===== src/rtl/fbase_pkg.sv =====
package fbase_pkg;
    localparam int unsigned NUM_PANELS   = 2;
    localparam int unsigned PANEL_UPPER  = 0;
    localparam int unsigned PANEL_LOWER  = 1;
    localparam int unsigned OFS_BASE0    = 'h10;
    localparam int unsigned OFS_STRIDE   = 4;
    localparam int unsigned OFS_CTRL     = 'h18;
    localparam int unsigned OFS_STAT     = 'h1C;
endpackage


===== src/rtl/fbase_vsync_edge.sv =====
module fbase_vsync_edge (
    input  logic clk,
    input  logic rst_n,
    input  logic vsync_i,
    output logic copy_o
);
    typedef struct packed {
        logic vs_prev;
    } edge_t;

    edge_t st_d, st_q;

    always_comb begin
        st_d         = st_q;
        st_d.vs_prev = vsync_i;
    end

    always_ff @(posedge clk or negedge rst_n) begin
        if (!rst_n) st_q <= '0;
        else        st_q <= st_d;
    end

    assign copy_o = vsync_i & ~st_q.vs_prev;


    single_copy_chk: assert property (@(posedge clk) disable iff (!rst_n)
        copy_o |=> !copy_o);
endmodule


===== src/rtl/fbase_panel_reg.sv =====
module fbase_panel_reg #(
    parameter int unsigned DATA_W     = 32,
    parameter int unsigned ALIGN_BITS = 2
) (
    input  logic              clk,
    input  logic              rst_n,
    input  logic              wr_i,
    input  logic [DATA_W-1:0] wdata_i,
    input  logic              copy_i,
    output logic [DATA_W-1:0] prog_o,
    output logic [DATA_W-1:0] active_o
);
    localparam logic [DATA_W-1:0] KEEP_MASK =
        {{(DATA_W-ALIGN_BITS){1'b1}}, {ALIGN_BITS{1'b0}}};

    typedef struct packed {
        logic [DATA_W-1:0] prog;
        logic [DATA_W-1:0] active;
    } panel_t;

    panel_t st_d, st_q;

    always_comb begin
        st_d = st_q;
        if (wr_i)   st_d.prog   = wdata_i & KEEP_MASK;
        if (copy_i) st_d.active = st_q.prog;
    end

    always_ff @(posedge clk or negedge rst_n) begin
        if (!rst_n) st_q <= '0;
        else        st_q <= st_d;
    end

    assign prog_o   = st_q.prog;
    assign active_o = st_q.active;


    active_hold_chk: assert property (@(posedge clk) disable iff (!rst_n)
        !copy_i |=> $stable(active_o));

    active_load_chk: assert property (@(posedge clk) disable iff (!rst_n)
        copy_i |=> active_o == $past(prog_o));
endmodule


===== src/rtl/fbase_ctrl.sv =====
module fbase_ctrl (
    input  logic clk,
    input  logic rst_n,
    input  logic ctrl_wr_i,
    input  logic stat_wr_i,
    input  logic wbit_i,
    input  logic copy_i,
    output logic ien_o,
    output logic done_o,
    output logic irq_o
);
    typedef struct packed {
        logic ien;
        logic done;
    } ctrl_t;

    ctrl_t st_d, st_q;

    always_comb begin
        st_d = st_q;
        if (ctrl_wr_i)            st_d.ien  = wbit_i;
        if (stat_wr_i && wbit_i)  st_d.done = 1'b0;
        if (copy_i)               st_d.done = 1'b1;
    end

    always_ff @(posedge clk or negedge rst_n) begin
        if (!rst_n) st_q <= '0;
        else        st_q <= st_d;
    end

    assign ien_o  = st_q.ien;
    assign done_o = st_q.done;
    assign irq_o  = st_q.done & st_q.ien;


    done_set_chk: assert property (@(posedge clk) disable iff (!rst_n)
        copy_i |=> done_o);

    done_clr_chk: assert property (@(posedge clk) disable iff (!rst_n)
        (stat_wr_i && wbit_i && !copy_i) |=> !done_o);

    irq_raise_chk: assert property (@(posedge clk) disable iff (!rst_n)
        (copy_i && ien_o && !ctrl_wr_i) |=> irq_o);
endmodule


===== src/rtl/fbase_vsync_regs.sv =====
module fbase_vsync_regs #(
    parameter int unsigned ADDR_W     = 8,
    parameter int unsigned DATA_W     = 32,
    parameter int unsigned ALIGN_BITS = 2
) (
    input  logic              clk,
    input  logic              rst_n,
    input  logic              vsync_i,
    input  logic [ADDR_W-1:0] reg_addr_i,
    input  logic              reg_wr_i,
    input  logic [DATA_W-1:0] reg_wdata_i,
    output logic [DATA_W-1:0] reg_rdata_o,
    output logic [DATA_W-1:0] base_upper_o,
    output logic [DATA_W-1:0] base_lower_o,
    output logic              irq_o
);
    import fbase_pkg::*;

    localparam logic [ADDR_W-1:0] ADR_CTRL = ADDR_W'(OFS_CTRL);
    localparam logic [ADDR_W-1:0] ADR_STAT = ADDR_W'(OFS_STAT);

    logic              copy_w;
    logic              ien_w;
    logic              done_w;
    logic [DATA_W-1:0] prog_w   [NUM_PANELS];
    logic [DATA_W-1:0] active_w [NUM_PANELS];
    logic [NUM_PANELS-1:0] panel_hit;

    fbase_vsync_edge u_edge (
        .clk     (clk),
        .rst_n   (rst_n),
        .vsync_i (vsync_i),
        .copy_o  (copy_w)
    );

    for (genvar p = 0; p < NUM_PANELS; p++) begin : g_panel
        localparam logic [ADDR_W-1:0] ADR_P = ADDR_W'(OFS_BASE0 + OFS_STRIDE * p);
        assign panel_hit[p] = (reg_addr_i == ADR_P);

        fbase_panel_reg #(
            .DATA_W     (DATA_W),
            .ALIGN_BITS (ALIGN_BITS)
        ) u_panel (
            .clk      (clk),
            .rst_n    (rst_n),
            .wr_i     (reg_wr_i && panel_hit[p]),
            .wdata_i  (reg_wdata_i),
            .copy_i   (copy_w),
            .prog_o   (prog_w[p]),
            .active_o (active_w[p])
        );
    end

    fbase_ctrl u_ctrl (
        .clk       (clk),
        .rst_n     (rst_n),
        .ctrl_wr_i (reg_wr_i && reg_addr_i == ADR_CTRL),
        .stat_wr_i (reg_wr_i && reg_addr_i == ADR_STAT),
        .wbit_i    (reg_wdata_i[0]),
        .copy_i    (copy_w),
        .ien_o     (ien_w),
        .done_o    (done_w),
        .irq_o     (irq_o)
    );

    always_comb begin
        reg_rdata_o = '0;
        for (int p = 0; p < NUM_PANELS; p++) begin
            if (panel_hit[p]) reg_rdata_o = prog_w[p];
        end
        if (reg_addr_i == ADR_CTRL) reg_rdata_o = DATA_W'(ien_w);
        if (reg_addr_i == ADR_STAT) reg_rdata_o = DATA_W'(done_w);
    end

    assign base_upper_o = active_w[PANEL_UPPER];
    assign base_lower_o = active_w[PANEL_LOWER];


    rdata_align_chk: assert property (@(posedge clk) disable iff (!rst_n)
        (|panel_hit) |-> reg_rdata_o[ALIGN_BITS-1:0] == '0);

    unmapped_zero_chk: assert property (@(posedge clk) disable iff (!rst_n)
        (!(|panel_hit) && reg_addr_i != ADR_CTRL && reg_addr_i != ADR_STAT)
        |-> reg_rdata_o == '0);

    outputs_steady_chk: assert property (@(posedge clk) disable iff (!rst_n)
        (!vsync_i || $past(vsync_i)) |=> $stable(base_upper_o) && $stable(base_lower_o));
endmodule


===== config.mk =====
export PLATFORM = sky130hd
export DESIGN_NAME = fbase_vsync_regs
export DESIGN_NICKNAME = d
export VERILOG_FILES = /design/src/rtl/fbase_pkg.sv /design/src/rtl/fbase_vsync_edge.sv /design/src/rtl/fbase_panel_reg.sv /design/src/rtl/fbase_ctrl.sv /design/src/rtl/fbase_vsync_regs.sv
export SDC_FILE = /design/constraint.sdc
export NUM_CORES = 1
export LEC_CHECK = 0
export ABC_CLOCK_PERIOD_IN_PS = 1200
export BUFFER_PORTS_ARGS = -buffer_cell sky130_fd_sc_hd__buf_2
export CORE_ASPECT_RATIO = 0.7
export CORE_MARGIN = 4
export CORE_UTILIZATION = 49
export CTS_CLUSTER_SIZE = 24
export DETAILED_ROUTE_END_ITERATION = 6
export MAX_ROUTING_LAYER = met4
export PLACE_DENSITY_LB_ADDON = 0.12
export SLEW_MARGIN = 40
export SYNTH_ARGS = -nofsm -noshare
export SYNTH_HDL_FRONTEND = slang
export SYNTH_HIERARCHICAL = 1
export SYNTH_SLANG_ARGS = --single-unit

===== constraint.sdc =====
create_clock -name clk -period 1.2 [get_ports clk]
set_input_delay 0.12 -clock clk [delete_from_list [all_inputs] [get_ports clk]]
set_output_delay 0.12 -clock clk [all_outputs]
set_load 0.01 [all_outputs]

==> key figures <==
GRT
  • Global-route wire length before repair: 26.2 mm
  • Vias in the first global route: 4437
  • Total gr overflow: 0
  • Antenna violations before repair: 0
  • Maximum number of pins on one net before global-route repair: 29
  • Global-route usage over all layers: 0.251

Logic synthesis
  • Number of storage elements in the synthesis netlist: 123
  • Mapped cell area: 6000 sq um
  • Post-synth cell types: 20
  • Average size of a mapped cell: ~17 sq um
  • Seq/Total Area, Yosys: 0.513
  • Synthesized instance count: 360
  • Yosys warnings: 6

Drt
  • Post-detailed-route DRC marker count: 0
  • Routed Wire Length: about 17 mm
  • Detailed-routed wire length on met3: 881 um
  • Highest layer used for signal routing: met4
  • Detailed-route vias per instance: 5.24
  • M1 WL: 7.36 mm
  • Post-DRT Antenna Nets: 0
  • Routed wire per std cell: 21.9 um
  • Count of TritonRoute iterations in the first routing pass: 4
  • Total vias in the final route: approximately 4000
  • Count of routing violations after the opening detailed-route iteration: approximately 220
  • Detail Route met2 WL: between 8 and 9 mm

STA
  • Worst hold margin: 0.169 ns
  • Setup repair after global routing missed its margin: yes
  • Peak clock frequency supported by timing: 590 MHz
  • Fraction of the cycle the final worst path needs: 1.41
  • Tightest slew margin relative to the limit: 0.525
  • Count of final hold-check violations: 0
  • Worst Clk Skew: 0.00769 ns
  • Final setup margin: -0.495 ns
  • Sum Neg Setup Slack: -39.18 ns
  • Final setup fails: between 150 and 200
  • Number of pins exceeding their max-slew limit in the final report: 0
  • Post-layout minimum cycle time: 1.69 ns
  • Transition at the pin with the smallest max-transition slack: 0.706 ns

Setup path
  • Sort of element at the end of the critical path: output port
  • Critical path cell sequence: mux4_2 -> nor3b_4 -> buf_2
  • Nature of the critical path startpoint: register
  • Worst stage delay on the critical path: 0.47 ns
  • Slowest stage cell, crit path: sky130_fd_sc_hd__mux4_2
  • WP data arrival: 1.57 ns
  • Worst Setup Path Type: register to output port
  • Worst endpoint required time: 1.08 ns
  • Max Fanout on Critical Path: 2

Final layout
  • Commonest cells after routing, fill and taps aside: sky130_fd_sc_hd__buf_2 (129), sky130_fd_sc_hd__dfrtp_1 (123), sky130_fd_sc_hd__mux2_4 (121)
  • Fillers: between 700 and 800
  • Share of cells above drive strength 1: 0.674
  • N_diodes: 0
  • Most common cell after layout, fill and taps aside: sky130_fd_sc_hd__buf_2
  • Filler-free cell count of the finished design: 764
  • Layout overhead on the synthesized area: 49.7%
  • Finished Core Util: 0.758
  • Total Nets Final: 640

CTS
  • Clock tree sinks: 123
  • TritonCTS buffer count: 17
  • Clock tree from TritonCTS: yes
  • Skew-Pair Late Insertion Delay: 0.41 ns
  • Clock slew at the register clock pins of the worst setup and hold paths: 0.06 ns
  • Htree depth: 4
  • Buffers from clock root to sink, at most: 2
  • Clock tree root driver cell: sky130_fd_sc_hd__clkbuf_16

Floorplanning
  • Number of placement rows: 33
  • Total core area: roughly 12000 sq um
  • Initial cell density of the core: 0.506
  • Die height: about 100 um
  • Horizontal die dimension: between 100 and 150 um
  • Count of boundary I/O pins: 141
  • Area of the die: ~14000 sq um

Power and ir drop
  • Standby leakage power: 4.57 nW
  • Ratio of total power to cell area: 1220 nW/um^2
  • Peak ir drop on the vdd network: 1.20 mV

Placement
  • Dpl cells: 651
  • Detailed-placement wirelength estimate: 9.57 mm
  • Count of port buffers added during placement: 134
  • Weighted congestion at the end of routability-driven global placement: between 0.7 and 0.8

Outcome
  • Failing checks: setup timing
  • Run status: finished, violations left

Run
  • Number of violations of the max-capacitance limit: 0

Min path
  • Class of the most critical hold timing path: input pin to asynchronous set/reset pin
## flip-flops by register name, summed over array words and instances (netlist names)
register                  cells
u_ctrl/done_o                 1
g_panel.u_panel/active_o     60
u_ctrl/ien_o                  1
u_edge/st_q                   1
g_panel.u_panel/prog_o       60
## through the flow
step / area, sq um / power [mW] / setup WS, ns
3_5_place_dp: 7220 / 5.78 / -0.605
6_report: 8980 / 10.9 / -0.495
3_3_place_gp: 7220 / 5.76 / -0.552
4_1_cts: 9050 / 11.0 / -0.497
2_1_floorplan: 6350 / 5.34 / -0.449
5_1_grt: 8980 / 11.3 / -0.545
## metal layers
layer | GRT usage | vias up
li1 | - | 1779
met1 | 0.329 | 2070
met2 | 0.397 | 135
met3 | 0.0541 | 22
met4 | 0.0737 | 0
met5 | - | -
## power by group
part	internal, mW	switching [mW]
sequential	4.37	0.167
combinational	0.808	0.682
clock	3.12	1.78
## path summary, 6_finish.rpt
check	from	endpoint	slack, ns	cells past startpoint
max	u_ctrl/done_o	reg_rdata_o[0]	-0.49	3
min	rst_n	g_panel[1].u_panel/active_o[3]	0.17	2
max reg2reg	u_edge/st_q	g_panel[1].u_panel/active_o[22]	-0.11	4
min reg2reg	g_panel[1].u_panel/active_o[14]	g_panel[1].u_panel/active_o[14]	0.51	1
max in group asynchronous	rst_n	g_panel[0].u_panel/prog_o[30]	0.44	3
min in group clk	reg_wr_i	u_ctrl/done_o	0.27	5
## cell type report
type	instances	area [sq um]	share of cell area
Clock inverter	9	97.6	0.0109
Sequential cell	123	3080	0.343
Inverter	1	3.75	0.000418
Clock buffer	21	460	0.0513
Multi-Input combinational cell	206	3020	0.337
Tap cell	157	196	0.0219
Timing Repair Buffer	247	2120	0.236
## cell usage after synthesis
cell                         n  share of area
sky130_fd_sc_hd__inv_1       1        0.00063
sky130_fd_sc_hd__a21o_1      1         0.0013
sky130_fd_sc_hd__nor4_2     29          0.060
sky130_fd_sc_hd__buf_2       4         0.0033
sky130_fd_sc_hd__nand2_1     3         0.0019
sky130_fd_sc_hd__mux2i_1    31          0.052
sky130_fd_sc_hd__nor2b_4     1         0.0023
sky130_fd_sc_hd__or4_4       1         0.0019
sky130_fd_sc_hd__buf_1       4         0.0025
sky130_fd_sc_hd__nor4_1      6         0.0063
sky130_fd_sc_hd__nand2b_1    2         0.0021
sky130_fd_sc_hd__buf_6      16          0.030
sky130_fd_sc_hd__clkbuf_1    4         0.0025
sky130_fd_sc_hd__conb_1      2         0.0013
sky130_fd_sc_hd__dfrtp_1   123           0.51
sky130_fd_sc_hd__buf_4       8          0.010
sky130_fd_sc_hd__and2_1      1         0.0010
sky130_fd_sc_hd__mux2_4    121           0.30
sky130_fd_sc_hd__mux4_2      1         0.0038
sky130_fd_sc_hd__nor3b_1     1         0.0013
## worst max-delay path: cells and delay by family, from the launching register on
| family | cells | cell delay, ns |
|---|---|---|
| mux | 1 | 0.47 |
| buf+inv | 1 | 0.15 |
| flops | 1 | 0.38 |
| simple gates | 1 | 0.17 |
## cells by family (layout without fill, tap and decap cells)
kind of cell | Yosys count | count (layout) | share of synthesized area
AOI/OAI and AO/OA | 1 | 1 | 0.00125
DFF | 123 | 123 | 0.513
muxes | 153 | 153 | 0.358
other | 2 | 8 | 0.00125
and+or+nand+nor | 44 | 44 | 0.0772
buffers and inverters | 37 | 278 | 0.0490
## what timing repair did
action,CTS,global route
resized for setup,75,31
hold buffers,33,0
endpoints found under the hold margin,166,0
pin swaps,3,7
setup buffers,29,24
setup endpoints to repair,154,154
gates cloned,16,1
Power figures use the tool's default switching activity.
